[src/rtl/lps_pkg.sv]
package lps_pkg;

    localparam int WAKE_SRCS = 4;

    typedef enum logic [3:0] {
        ST_RUN    = 4'd0,
        ST_IDLE   = 4'd1,
        ST_DRAIN  = 4'd2,
        ST_SREF   = 4'd3,
        ST_CLKSW  = 4'd4,
        ST_SLEEP  = 4'd5,
        ST_SETTLE = 4'd6,
        ST_LOCK   = 4'd7,
        ST_SREXIT = 4'd8
    } lps_state_e;

    typedef struct packed {
        logic batt_fault;
        logic rtc_tick;
        logic rtc_alarm;
        logic ext_irq;
    } wake_vec_t;

    typedef struct packed {
        logic cpu_clk;
        logic sys_clk;
        logic src_ref;
        logic pll;
        logic osc;
        logic bus_req;
        logic sr_req;
    } lps_ctrl_t;

    function automatic logic wake_arm(lps_state_e st);
        return (st == ST_DRAIN) || (st == ST_SREF) || (st == ST_CLKSW);
    endfunction

    function automatic lps_ctrl_t decode_ctrl(lps_state_e st, logic osc_kept);
        lps_ctrl_t c;
        c = '{cpu_clk: 1'b0, sys_clk: 1'b1, src_ref: 1'b0, pll: 1'b1,
              osc: 1'b1, bus_req: 1'b1, sr_req: 1'b0};
        case (st)
            ST_RUN: begin
                c.cpu_clk = 1'b1;
                c.bus_req = 1'b0;
            end
            ST_IDLE:  c.bus_req = 1'b0;
            ST_DRAIN: ;
            ST_SREF:  c.sr_req = 1'b1;
            ST_CLKSW: begin
                c.sys_clk = 1'b0;
                c.src_ref = 1'b1;
                c.sr_req  = 1'b1;
            end
            ST_SLEEP: begin
                c.sys_clk = 1'b0;
                c.src_ref = 1'b1;
                c.sr_req  = 1'b1;
                c.pll     = 1'b0;
                c.osc     = osc_kept;
            end
            ST_SETTLE: begin
                c.sys_clk = 1'b0;
                c.src_ref = 1'b1;
                c.sr_req  = 1'b1;
                c.pll     = 1'b0;
            end
            ST_LOCK: begin
                c.sys_clk = 1'b0;
                c.src_ref = 1'b1;
                c.sr_req  = 1'b1;
            end
            ST_SREXIT: ;
            default: ;
        endcase
        return c;
    endfunction

endpackage

[src/rtl/lps_mode_reg.sv]
module lps_mode_reg (
    input  logic clk,
    input  logic rst,
    input  logic wr_en,
    input  logic wr_idle,
    input  logic wr_stop,
    output logic idle_q,
    output logic stop_q,
    output logic idle_go,
    output logic stop_go
);

    always_ff @(posedge clk) begin
        if (rst) begin
            idle_q <= 1'b0;
            stop_q <= 1'b0;
        end else if (wr_en) begin
            idle_q <= wr_idle;
            stop_q <= wr_stop;
        end
    end

    // a mode takes effect on the write that sets its bit
    assign idle_go = wr_en & wr_idle;
    assign stop_go = wr_en & wr_stop;

    // hardware never alters the mode bits on its own
    p_mode_hold_r2: assert property (@(posedge clk) disable iff (rst)
        !wr_en |=> ($stable(idle_q) && $stable(stop_q)));

endmodule

[src/rtl/lps_wake_latch.sv]
module lps_wake_latch
    import lps_pkg::*;
(
    input  logic      clk,
    input  logic      rst,
    input  logic      arm,
    input  logic      clear,
    input  wake_vec_t src,
    output logic      pend,
    output logic      wake_now
);

    logic any_src;

    assign any_src = src.ext_irq | src.rtc_alarm | src.rtc_tick | src.batt_fault;

    always_ff @(posedge clk) begin
        if (rst) begin
            pend <= 1'b0;
        end else if (clear) begin
            pend <= 1'b0;
        end else if (arm && any_src) begin
            pend <= 1'b1;
        end
    end

    assign wake_now = any_src | pend;

    // a latched early wake is kept until sleep consumes it
    p_pend_hold_r9: assert property (@(posedge clk) disable iff (rst)
        (pend && !clear) |=> pend);

endmodule

[src/rtl/lps_delay_timer.sv]
module lps_delay_timer #(
    parameter int CNT_W = 16
) (
    input  logic             clk,
    input  logic             rst,
    input  logic             load,
    input  logic [CNT_W-1:0] load_val,
    input  logic             run,
    output logic             zero
);

    logic [CNT_W-1:0] cnt_q;

    always_ff @(posedge clk) begin
        if (rst) begin
            cnt_q <= '0;
        end else if (load) begin
            cnt_q <= load_val;
        end else if (run && (cnt_q != '0)) begin
            cnt_q <= cnt_q - 1'b1;
        end
    end

    assign zero = (cnt_q == '0);

    // an expired timer stays expired until reloaded
    p_no_wrap_r8: assert property (@(posedge clk) disable iff (rst)
        (zero && !load) |=> zero);

endmodule

[src/rtl/lps_seq_fsm.sv]
module lps_seq_fsm
    import lps_pkg::*;
(
    input  logic       clk,
    input  logic       rst,
    input  logic       idle_go,
    input  logic       stop_go,
    input  logic       irq_any,
    input  logic       bus_ack,
    input  logic       sr_ack,
    input  logic       wake_now,
    input  logic       keep_osc,
    input  logic       settle_zero,
    input  logic       lock_zero,
    output lps_state_e st_q,
    output logic       osc_kept_q,
    output logic       settle_load,
    output logic       settle_run,
    output logic       lock_load,
    output logic       lock_run,
    output logic       wake_clear
);

    lps_state_e st_d;

    always_comb begin
        st_d        = st_q;
        settle_load = 1'b0;
        settle_run  = 1'b0;
        lock_load   = 1'b0;
        lock_run    = 1'b0;
        wake_clear  = 1'b0;
        case (st_q)
            ST_RUN: begin
                if (stop_go)      st_d = ST_DRAIN;
                else if (idle_go) st_d = ST_IDLE;
            end
            ST_IDLE: begin
                if (irq_any)      st_d = ST_RUN;
                else if (stop_go) st_d = ST_DRAIN;
            end
            ST_DRAIN: if (bus_ack) st_d = ST_SREF;
            ST_SREF:  if (sr_ack)  st_d = ST_CLKSW;
            ST_CLKSW: st_d = ST_SLEEP;
            ST_SLEEP: begin
                if (wake_now) begin
                    wake_clear = 1'b1;
                    if (osc_kept_q) begin
                        st_d      = ST_LOCK;
                        lock_load = 1'b1;
                    end else begin
                        st_d        = ST_SETTLE;
                        settle_load = 1'b1;
                    end
                end
            end
            ST_SETTLE: begin
                settle_run = 1'b1;
                if (settle_zero) begin
                    st_d      = ST_LOCK;
                    lock_load = 1'b1;
                end
            end
            ST_LOCK: begin
                lock_run = 1'b1;
                if (lock_zero) st_d = ST_SREXIT;
            end
            ST_SREXIT: if (!sr_ack) st_d = ST_RUN;
            default: st_d = ST_RUN;
        endcase
    end

    always_ff @(posedge clk) begin
        if (rst) begin
            st_q       <= ST_RUN;
            osc_kept_q <= 1'b0;
        end else begin
            st_q <= st_d;
            if (st_q == ST_CLKSW) osc_kept_q <= keep_osc;
        end
    end

    // drain state holds until the bus controller acknowledges
    p_drain_wait_r5: assert property (@(posedge clk) disable iff (rst)
        (st_q == ST_DRAIN && !bus_ack) |=> (st_q == ST_DRAIN));

    // any pending wake ends sleep at the next edge
    p_sleep_exit_r9: assert property (@(posedge clk) disable iff (rst)
        (st_q == ST_SLEEP && wake_now) |=> (st_q != ST_SLEEP));

    // normal mode is reached only once self-refresh has been released
    p_srexit_wait_r10: assert property (@(posedge clk) disable iff (rst)
        (st_q == ST_SREXIT && sr_ack) |=> (st_q == ST_SREXIT));

endmodule

[src/rtl/lp_mode_seq.sv]
module lp_mode_seq
    import lps_pkg::*;
#(
    parameter int NUM_BLK = 8,
    parameter int CNT_W   = 16
) (
    input  logic               clk,
    input  logic               rst,
    input  logic               mode_wr_i,
    input  logic [1:0]         mode_wdata_i,
    output logic [1:0]         mode_bits_o,
    input  logic               keep_osc_i,
    input  logic [CNT_W-1:0]   settle_reload_i,
    input  logic [CNT_W-1:0]   lock_reload_i,
    input  logic               irq_any_i,
    input  logic [3:0]         wake_src_i,
    output logic               bus_drain_req_o,
    input  logic               bus_drain_ack_i,
    output logic               sref_req_o,
    input  logic               sref_ack_i,
    input  logic [NUM_BLK-1:0] blk_gate_i,
    output logic               cpu_clk_en_o,
    output logic               sys_clk_en_o,
    output logic [NUM_BLK-1:0] blk_clk_en_o,
    output logic               sysclk_src_ref_o,
    output logic               pll_en_o,
    output logic               osc_en_o,
    output logic [3:0]         state_o
);

    localparam int NUM_TMR = 2;
    localparam int TMR_SETTLE = 0;
    localparam int TMR_LOCK   = 1;

    logic       idle_q, stop_q, idle_go, stop_go;
    logic       wake_pend, wake_now, wake_clear;
    lps_state_e st;
    logic       osc_kept;
    lps_ctrl_t  ctrl;

    logic [CNT_W-1:0] tmr_reload [NUM_TMR];
    logic [NUM_TMR-1:0] tmr_load, tmr_run, tmr_zero;

    lps_mode_reg u_mode (
        .clk     (clk),
        .rst     (rst),
        .wr_en   (mode_wr_i),
        .wr_idle (mode_wdata_i[0]),
        .wr_stop (mode_wdata_i[1]),
        .idle_q  (idle_q),
        .stop_q  (stop_q),
        .idle_go (idle_go),
        .stop_go (stop_go)
    );

    lps_wake_latch u_wake (
        .clk      (clk),
        .rst      (rst),
        .arm      (wake_arm(st)),
        .clear    (wake_clear),
        .src      (wake_vec_t'(wake_src_i)),
        .pend     (wake_pend),
        .wake_now (wake_now)
    );

    lps_seq_fsm u_fsm (
        .clk         (clk),
        .rst         (rst),
        .idle_go     (idle_go),
        .stop_go     (stop_go),
        .irq_any     (irq_any_i),
        .bus_ack     (bus_drain_ack_i),
        .sr_ack      (sref_ack_i),
        .wake_now    (wake_now),
        .keep_osc    (keep_osc_i),
        .settle_zero (tmr_zero[TMR_SETTLE]),
        .lock_zero   (tmr_zero[TMR_LOCK]),
        .st_q        (st),
        .osc_kept_q  (osc_kept),
        .settle_load (tmr_load[TMR_SETTLE]),
        .settle_run  (tmr_run[TMR_SETTLE]),
        .lock_load   (tmr_load[TMR_LOCK]),
        .lock_run    (tmr_run[TMR_LOCK]),
        .wake_clear  (wake_clear)
    );

    assign tmr_reload[TMR_SETTLE] = settle_reload_i;
    assign tmr_reload[TMR_LOCK]   = lock_reload_i;

    for (genvar t = 0; t < NUM_TMR; t++) begin : g_tmr
        lps_delay_timer #(.CNT_W(CNT_W)) u_tmr (
            .clk      (clk),
            .rst      (rst),
            .load     (tmr_load[t]),
            .load_val (tmr_reload[t]),
            .run      (tmr_run[t]),
            .zero     (tmr_zero[t])
        );
    end

    assign ctrl = decode_ctrl(st, osc_kept);

    assign mode_bits_o      = {stop_q, idle_q};
    assign cpu_clk_en_o     = ctrl.cpu_clk;
    assign sys_clk_en_o     = ctrl.sys_clk;
    assign sysclk_src_ref_o = ctrl.src_ref;
    assign pll_en_o         = ctrl.pll;
    assign osc_en_o         = ctrl.osc;
    assign bus_drain_req_o  = ctrl.bus_req;
    assign sref_req_o       = ctrl.sr_req;
    assign state_o          = st;

    for (genvar b = 0; b < NUM_BLK; b++) begin : g_gate
        assign blk_clk_en_o[b] = blk_gate_i[b] & ctrl.sys_clk;
    end

    // self-refresh is only requested after the drain was acknowledged
    p_sref_order_r5: assert property (@(posedge clk) disable iff (rst)
        $rose(sref_req_o) |-> $past(bus_drain_ack_i));

    // system clocks resume only from a running PLL on its own source
    p_clk_after_pll_r8: assert property (@(posedge clk) disable iff (rst)
        $rose(sys_clk_en_o) |-> ($past(pll_en_o) && !sysclk_src_ref_o));

    // the bus request is dropped only together with a return to normal
    p_bus_release_r10: assert property (@(posedge clk) disable iff (rst)
        $fell(bus_drain_req_o) |-> (cpu_clk_en_o && $past(!sref_ack_i)));

    // the PLL stops only after the clock source has been switched
    p_pll_off_r6: assert property (@(posedge clk) disable iff (rst)
        $fell(pll_en_o) |-> ($past(sysclk_src_ref_o) && !sys_clk_en_o));

endmodule

[config.mk]
export PLATFORM = sky130hd
export DESIGN_NAME = lp_mode_seq
export DESIGN_NICKNAME = d
export VERILOG_FILES = /design/src/rtl/lps_pkg.sv /design/src/rtl/lps_mode_reg.sv /design/src/rtl/lps_wake_latch.sv /design/src/rtl/lps_delay_timer.sv /design/src/rtl/lps_seq_fsm.sv /design/src/rtl/lp_mode_seq.sv
export SDC_FILE = /design/constraint.sdc
export NUM_CORES = 1
export LEC_CHECK = 0
export ABC_AREA = 0
export BUFFER_PORTS_ARGS = -buffer_cell sky130_fd_sc_hd__buf_2
export CAP_MARGIN = 25
export CORE_ASPECT_RATIO = 1.5
export CORE_MARGIN = 4
export CORE_UTILIZATION = 56
export DETAILED_ROUTE_END_ITERATION = 8
export GPL_TIMING_DRIVEN = 0
export PLACE_DENSITY = 0.86
export SLEW_MARGIN = 20
export SYNTH_ARGS = -nofsm -noshare
export SYNTH_HDL_FRONTEND = slang
export SYNTH_SLANG_ARGS = --single-unit
[constraint.sdc]
create_clock -name clk -period 6.12 [get_ports clk]
set_input_delay 0.306 -clock clk [delete_from_list [all_inputs] [get_ports clk]]
set_output_delay 0.306 -clock clk [all_outputs]
set_load 0.01 [all_outputs]
==> results of run 1 <==
state kept, by name (all words and copies together), names as in the netlist:
name and count:
u_mode.stop_q 1, u_wake.pend 1, u_mode.idle_q 1, u_fsm.osc_kept_q 1, g_tmr.u_tmr.cnt_q 32, u_fsm.st_q 4
how the worst max path moves through the flow:
stage	start	end	slack, ns	cells after the start
final	g_tmr[0].u_tmr.cnt_q[0]	g_tmr[1].u_tmr.cnt_q[4]	3.35	9
after global placement	g_tmr[0].u_tmr.cnt_q[0]	g_tmr[1].u_tmr.cnt_q[4]	3.39	9
after CTS	g_tmr[0].u_tmr.cnt_q[0]	g_tmr[1].u_tmr.cnt_q[4]	3.34	9
after floorplan	g_tmr[0].u_tmr.cnt_q[0]	u_fsm.st_q[3]	3.57	8
after global routing	g_tmr[0].u_tmr.cnt_q[0]	g_tmr[1].u_tmr.cnt_q[4]	3.21	9
after detailed placement	g_tmr[0].u_tmr.cnt_q[0]	g_tmr[1].u_tmr.cnt_q[4]	3.35	9
cell type report:
type                            instances  area, um^2
Clock buffer                            8       90.09
Multi-Input combinational cell        236        1570
Sequential cell                        40       800.8
Timing Repair Buffer                   73       365.4
Fill cell                             391        1250
Buffer                                 23       110.1
Inverter                               10       37.54
Tap cell                               46       57.56
cells by family (layout without fill, tap and decap cells):
group,after synthesis,count (layout)
AO/OA/AOI/OAI,81,81
flip-flops,40,40
multiplexers,6,6
AND/OR/NAND/NOR,124,124
buffers and inverters,33,114
XOR/XNOR,22,22
adder cells (fa/ha/maj),3,3
report_power, final:
part	switching [uW]	internal [uW]
Combinational	265	181
Clock	90.1	92.0
Sequential	30.8	288
Total	386	561
metal layers:
layer | share of wire | vias up | global-route usage
met5 | 0 | - | 0
met4 | 0.014 | 0 | 0.1050
met3 | 0.067 | 9 | 0.05736
met2 | 0.54 | 100 | 0.4452
met1 | 0.37 | 1242 | 0.2479
li1 | - | 1300 | -
metrics by stage:
step	std cells	setup slack, ns
after floorplan	309	3.565
final	436	3.352
after detailed placement	428	3.348
after global placement	428	3.393
after CTS	436	3.335
after global routing	436	3.207
synthesized netlist by cell type, types with 2 or more instances:
cell       instances
o2111ai_1          2
or3_1              9
dfxtp_1           40
o21ai_0            9
nand3_1           10
nand2_1           11
ha_1               3
nand4b_1           2
nor2b_1            4
nor4_1             9
a311oi_2           2
buf_6              2
nor2_1            31
inv_1             10
o31ai_1           13
clkbuf_1          17
and2_1             8
nand2b_1           2
a21o_1             3
or4_1              3
nor3_1            17
or3b_2             3
xor2_1             8
a311oi_1           5
mux2i_1            5
xnor2_1           14
buf_4              2
o211ai_1           3
a211oi_1          14
or2_2              2
or4_4              3
a21oi_1           19
==> out/summary.md, run 1 <==
## Outcome
- completed — status

## Die
- 74 — total I/O pin count
- 0.5883 — effective utilization at floorplan
- 90.14 um — height of the chip
- 0.004282 mm^2 — total core area
- 29 — Cell Rows
- 62.76 um — die outline width
- 0.005656 mm^2 — Die Outline Area

## Logic synthesis
- 0.2285 — post-synthesis compound-gate area fraction
- dfxtp_1, xnor2_1, nor2_1, a211oi_1, o31ai_1 — largest cells by area after synthesis
- dfxtp_1 — Synth area leader
- 0.3179 — sequential-to-total area share from yosys stat
- 0.01490 — arithmetic-cell share of the synthesized area counting full adders, half adders and majority gates
- 0.002519 mm^2 — Netlist Area Pre-Place
- 0.2777 — basic-gate share of the synthesized area counting and, or, nand and nor cells
- 56 — Synth cell types
- 0.3179 — share of the synthesized area in the top cell type
- 0.02583 — multiplexer fraction of the synthesized cell area
- 365 — Syn Nets
- 40 — number of synthesized register bits
- 0 — post-synthesis async set-or-reset flop share
- 0 — Post-synth EDFFs
- 0.07650 — post-synthesis xor/xnor area fraction
- dfxtp_1 — leading register cell type out of synthesis
- 309 — cell count after synthesis
- simple AND/OR/NAND/NOR gates — main combinational cell family by area after synthesis
- 0 — Yosys warning count
- 8.151 um^2 — Synth Area per Inst

## STA
- 0.7346 ns — transition at the pin with the smallest max-transition slack
- 0 — Final Hold Vio Count
- 0.2690 ns — worst hold slack after final layout
- 361.2 MHz — FMAX
- 0.4523 — fraction of the cycle the final worst path needs
- 0 — Slew Limit Fails
- 0.009429 ns — maximum clock skew at final layout
- 0.5058 — worst max-slew margin expressed relative to the limit
- 0 — number of endpoints failing setup at the final stage
- 2.768 ns — post-layout min period
- 0 ns — Final TNS setup
- false — unrepaired setup endpoints after global routing

## Worst setup path
- g_tmr[1].u_tmr.cnt_q[4] — endpoint of the lowest-slack register-to-register path
- g_tmr[0].u_tmr.cnt_q[0] — launch instance of the worst register-to-register path
- or4_4 — Slowest-stage cell, CP
- register — CP startpoint kind
- simple AND/OR/NAND/NOR gates — Largest delay share family, worst path
- 2.94 ns — data arrival at the endpoint of the critical path
- reg2reg — Worst Setup Path Type
- inv_1 > ha_1 > or3b_2 > or4_4 > o31a_1 > buf_2 > clkbuf_1 > o31ai_1 > a21oi_1 — worst path cell trace
- 10 — crit path max fanout
- 6.29 ns — required arrival time at the worst endpoint
- 3.35 ns — register-to-register path setup slack
- 0.58 ns — slowest stage delay, CP
- 9 — worst r2r path cells
- register — type of element capturing the critical path
- 3 — number of buffers and inverters on the critical path

## Route
- 0 — antenna violation net count after detailed routing
- 6.080 — post-DR vias/cell
- 4 — number of iterations in the first detailed-routing pass
- 15.23 um — wire per inst
- 2,651 — vias after detailed routing
- 0 — number of DRC violations after detailed routing
- 6640 um — final wirelength
- 114 — Initial DRC Count

## Placed design
- 0.002942 mm^2 — cell area reported after detailed placement
- 73 — Buffers on Ports
- 0.9001 — weighted congestion at the end of routability-driven global placement
- 5176 um — post-detailed-placement half-perimeter wirelength

## Power
- 312.3 mW/mm^2 — cell area power density
- 946.8 uW — Power Total
- 158.3 uV — maximum vdd ir drop
- 0.001198 uW — leakage component of the power

## Clock network
- 0.29 ns — Clk Latency, worst-skew pair
- 2 — htree depth
- clkbuf_8 — Clk Tree Root Cell
- 40 — count of clock tree sinks
- built — clock tree from TritonCTS
- 0 — number of setup buffers added after CTS
- 0.07 ns — clock transition at the register clock pins on the worst setup and hold paths after CTS
- 0 — number of hold buffers added after cts
- 0 — post-cts gate resize count
- 5 — number of buffers inserted during clock tree synthesis
- 2 — Max Root-Sink Buffers

## Hold path
- 2 — Hold Path Stages
- g_tmr[0].u_tmr.cnt_q[9] — endpoint of the worst hold-timing path
- in2reg — class of the tightest hold or removal check
- settle_reload_i[9] — start point of the worst min-delay path

## Final layout
- 0.7081 — post-route core utilization
- 445 — number of nets in the layout
- 0 — Antenna Cells
- buf_2, dfxtp_1, nor2_1, clkbuf_1, a21oi_1 — most frequent cells in the layout
- buf_2 — most common cell after layout, fill and taps aside
- 20.37% — Layout area overhead
- 0.2590 — ratio of cells with drive above 1 in the final layout
- 0.003032 mm^2 — summed area of non-filler cells in the final layout

## Global route
- 0 — number of antenna violations at the first check in global routing
- 11,210 um — first-pass GRT wire length
- 0.2389 — aggregate global-route resource usage
- 12 — maximum number of pins on one net before global-route repair
- 0 — overall overflow remaining after global route
- 2,590 — via count of the first global-routing pass

## Run
- 0 — max_cap viols

Note: power is estimated with default switching activity, not from simulation.
==> inputs of run 2 (changes only) <==
Settings changed: CORE_UTILIZATION 56 to 52, PLACE_DENSITY 0.86 to 0.8.
Clock period 6.12 ns to 2.7 ns, I/O delays scaled along.
==> out/summary.md, run 2 (synthesis results as in run 1) <==
## Worst setup path
- 2.89 ns — required arrival time at the worst endpoint, was 6.29 ns
- g_tmr[0].u_tmr.cnt_q[10] — launch instance of the worst register-to-register path, was g_tmr[0].u_tmr.cnt_q[0]
- 10 — crit path max fanout, unchanged
- register — type of element capturing the critical path, unchanged
- 2 — number of buffers and inverters on the critical path, was 3
- g_tmr[1].u_tmr.cnt_q[5] — timing endpoint of the critical path, was g_tmr[1].u_tmr.cnt_q[4]
- g_tmr[1].u_tmr.cnt_q[5] — endpoint of the lowest-slack register-to-register path, was g_tmr[1].u_tmr.cnt_q[4]
- reg2reg — Worst Setup Path Type, unchanged
- or4_4 — Slowest-stage cell, CP, unchanged
- register — CP startpoint kind, unchanged
- g_tmr[0].u_tmr.cnt_q[10] — Critical Path Start, was g_tmr[0].u_tmr.cnt_q[0]
- 0.60 ns — slowest stage delay, CP, was 0.58 ns
- 7 — worst r2r path cells, was 9
- or4_4 > or4_4 > o31a_1 > buf_2 > buf_2 > o31ai_1 > a21oi_1 — worst path cell trace, was inv_1 > ha_1 > or3b_2 > or4_4 > o31a_1 > buf_2 > clkbuf_1 > o31ai_1 > a21oi_1
- 0.06 ns — register-to-register path setup slack, was 3.35 ns
- 2.83 ns — data arrival at the endpoint of the critical path, was 2.94 ns
- 7 — instance count on the critical path, was 9
- simple AND/OR/NAND/NOR gates — Largest delay share family, worst path, unchanged

## Final layout
- g_tmr.u_tmr.cnt_q: 32 flops, u_fsm.st_q: 4 flops — registers with the highest flip-flop counts, unchanged
- 800.8 um^2 — FF/Latch Area, unchanged
- 0.2769 — ratio of cells with drive above 1 in the final layout, was 0.2590
- 0 — Antenna Cells, unchanged
- 23.50% — Layout area overhead, was 20.37%
- buf_2, dfxtp_1, nor2_1, a21oi_1 — most frequent cells in the layout, was buf_2, dfxtp_1, nor2_1, clkbuf_1, a21oi_1
- 32 — number of flip-flops under the largest register name, unchanged
- 430 — filler instances, was 391
- 445 — number of nets in the layout, unchanged
- buf_2 — most common cell after layout, fill and taps aside, unchanged
- 0.003110 mm^2 — summed area of non-filler cells in the final layout, was 0.003032 mm^2
- g_tmr.u_tmr.cnt_q — largest reg by FF count, unchanged
- 0.001589 mm^2 — multi-input gate area in the final layout, was 0.001570 mm^2

## Clock network
- 2 — Max Root-Sink Buffers, unchanged
- 0 — number of hold buffers added after cts, unchanged
- 0.08 ns — clock transition at the register clock pins on the worst setup and hold paths after CTS, was 0.07 ns
- 5 — number of buffers inserted during clock tree synthesis, unchanged
- 40 — count of clock tree sinks, unchanged
- 2 — htree depth, unchanged
- 0.31 ns — Clk Latency, worst-skew pair, was 0.29 ns
- clkbuf_8 — Clk Tree Root Cell, unchanged
- built — clock tree from TritonCTS, unchanged

## Power
- 0.446 — proportion of power drawn by combinational gates, was 0.471
- 736.5 mW/mm^2 — cell area power density, was 312.3 mW/mm^2
- 0.001221 uW — leakage component of the power, was 0.001198 uW
- 1393 uW — cell internal power dissipation, was 561.0 uW
- 0.3918 — proportion of total power due to net switching, was 0.4075
- 897.6 uW — net switching power figure, was 385.8 uW
- 397.5 uV — maximum vdd ir drop, was 158.3 uV
- 0.314 — Sequential Power Share, was 0.337
- 2291 uW — Power Total, was 946.8 uW
- 0.240 — clock share of power, was 0.192

## Route
- 2,628 — vias after detailed routing, was 2,651
- 4 — number of iterations in the first detailed-routing pass, unchanged
- 2410 um — wire length the detailed router placed on met1, was 2482 um
- 14.66 um — wire per inst, was 15.23 um
- 3693 um — met2 WL post-DR, was 3618 um
- 101 — Initial DRC Count, was 114
- 5.789 — post-DR vias/cell, was 6.080
- 421 um — amount of wire on met3 after detailed routing, was 446 um
- 6655 um — final wirelength, was 6640 um
- met4 — top layer used by detailed routing, unchanged
- 0 — number of DRC violations after detailed routing, unchanged
- 0 — antenna violation net count after detailed routing, unchanged

## Global route
- 10,880 um — first-pass GRT wire length, was 11,210 um
- 2,607 — via count of the first global-routing pass, was 2,590
- 13 — maximum number of pins on one net before global-route repair, was 12
- 0 — number of antenna violations at the first check in global routing, unchanged
- 0 — overall overflow remaining after global route, unchanged
- 0.2225 — aggregate global-route resource usage, was 0.2389

## STA
- 0 — Final Hold Vio Count, unchanged
- 0.7244 ns — transition at the pin with the smallest max-transition slack, was 0.7346 ns
- 0 ns — Final TNS setup, unchanged
- 0.9787 — fraction of the cycle the final worst path needs, was 0.4523
- 0 — number of endpoints failing setup at the final stage, unchanged
- 0.05742 ns — post-route worst setup slack, was 3.352 ns
- 2.643 ns — post-layout min period, was 2.768 ns
- 0 — Slew Limit Fails, unchanged
- 0.008724 ns — maximum clock skew at final layout, was 0.009429 ns
- false — unrepaired setup endpoints after global routing, unchanged
- 0.07887 ns — worst hold slack after final layout, was 0.2690 ns
- 0.5126 — worst max-slew margin expressed relative to the limit, was 0.5058
- 378.4 MHz — FMAX, was 361.2 MHz

## Die
- 64.83 um — die outline width, was 62.76 um
- 30 — Cell Rows, was 29
- 93.24 um — height of the chip, was 90.14 um
- 0.004617 mm^2 — total core area, was 0.004282 mm^2
- 0.5455 — effective utilization at floorplan, was 0.5883
- 74 — total I/O pin count, unchanged
- 0.006044 mm^2 — Die Outline Area, was 0.005656 mm^2

## Outcome
- completed — status, unchanged

## Placed design
- 0.8763 — weighted congestion at the end of routability-driven global placement, was 0.9001
- 5058 um — post-detailed-placement half-perimeter wirelength, was 5176 um
- 0.002964 mm^2 — cell area reported after detailed placement, was 0.002942 mm^2
- -0.04761 ns — post-placement worst setup slack, was 3.348 ns
- 73 — Buffers on Ports, unchanged

## Hold path
- in2reg — class of the tightest hold or removal check, unchanged
- 3 — Hold Path Stages, was 2

## Run
- 0 — max_cap viols, unchanged

==> run 2: metal layers <==
metal	GRT usage	up-vias
met5	0	-
met4	0.09524	0
met3	0.04808	14
met1	0.2149	1210
li1	-	1310
met2	0.4364	94
==> run 2: worst min path at each step <==
stage | startpoint | to
detailed placement | settle_reload_i[9] | g_tmr[0].u_tmr.cnt_q[9]
finish | mode_wdata_i[0] | u_mode.idle_q
CTS | settle_reload_i[9] | g_tmr[0].u_tmr.cnt_q[9]
floorplan | mode_wdata_i[0] | u_mode.idle_q
global placement | mode_wdata_i[0] | u_mode.idle_q
global route | settle_reload_i[9] | g_tmr[0].u_tmr.cnt_q[9]
==> run 2: per-stage QoR <==
step / util / std cells
final: 0.6737 / 454
after global routing: 0.6737 / 454
after CTS: 0.6696 / 454
after detailed placement: 0.6420 / 446
after global placement: 0.6420 / 446
after floorplan: - / 309
==> run 2: power by group through the flow <==
| stage | Clock, uW | Sequential (uW) | Combinational (uW) |
|---|---|---|---|
| floorplan | 0 | 725 | 714 |
| global placement | 0 | 729 | 982 |
| detailed placement | 0 | 730 | 996 |
| CTS | 553 | 718 | 1010 |
| global route | 572 | 727 | 1140 |
| finish | 550 | 719 | 1020 |
==> run 2: layout make-up <==
| cell class | instances | area share |
|---|---|---|
| Tap cell | 64 | 0.02574 |
| Timing Repair Buffer | 73 | 0.1175 |
| Clock inverter | 1 | 0.009654 |
| Multi-Input combinational cell | 236 | 0.5109 |
| Clock buffer | 7 | 0.03097 |
| Buffer | 23 | 0.03580 |
| Inverter | 10 | 0.01207 |
| Sequential cell | 40 | 0.2574 |
==> run 2: what timing repair did <==
action | 4_1_cts | 5_1_grt
cloned | 0 | 0
pin swaps | 0 | 1
setup buffers | 0 | 0
resized for setup | 1 | 5
endpoints found under the hold margin | 0 | 0
endpoints found under the setup margin | 8 | 14
==> run 2: tightest hold or removal path, stage by stage <==
cell     delay (ns)
buf_2          0.08
mux2i_1        0.06
nor2_1         0.07
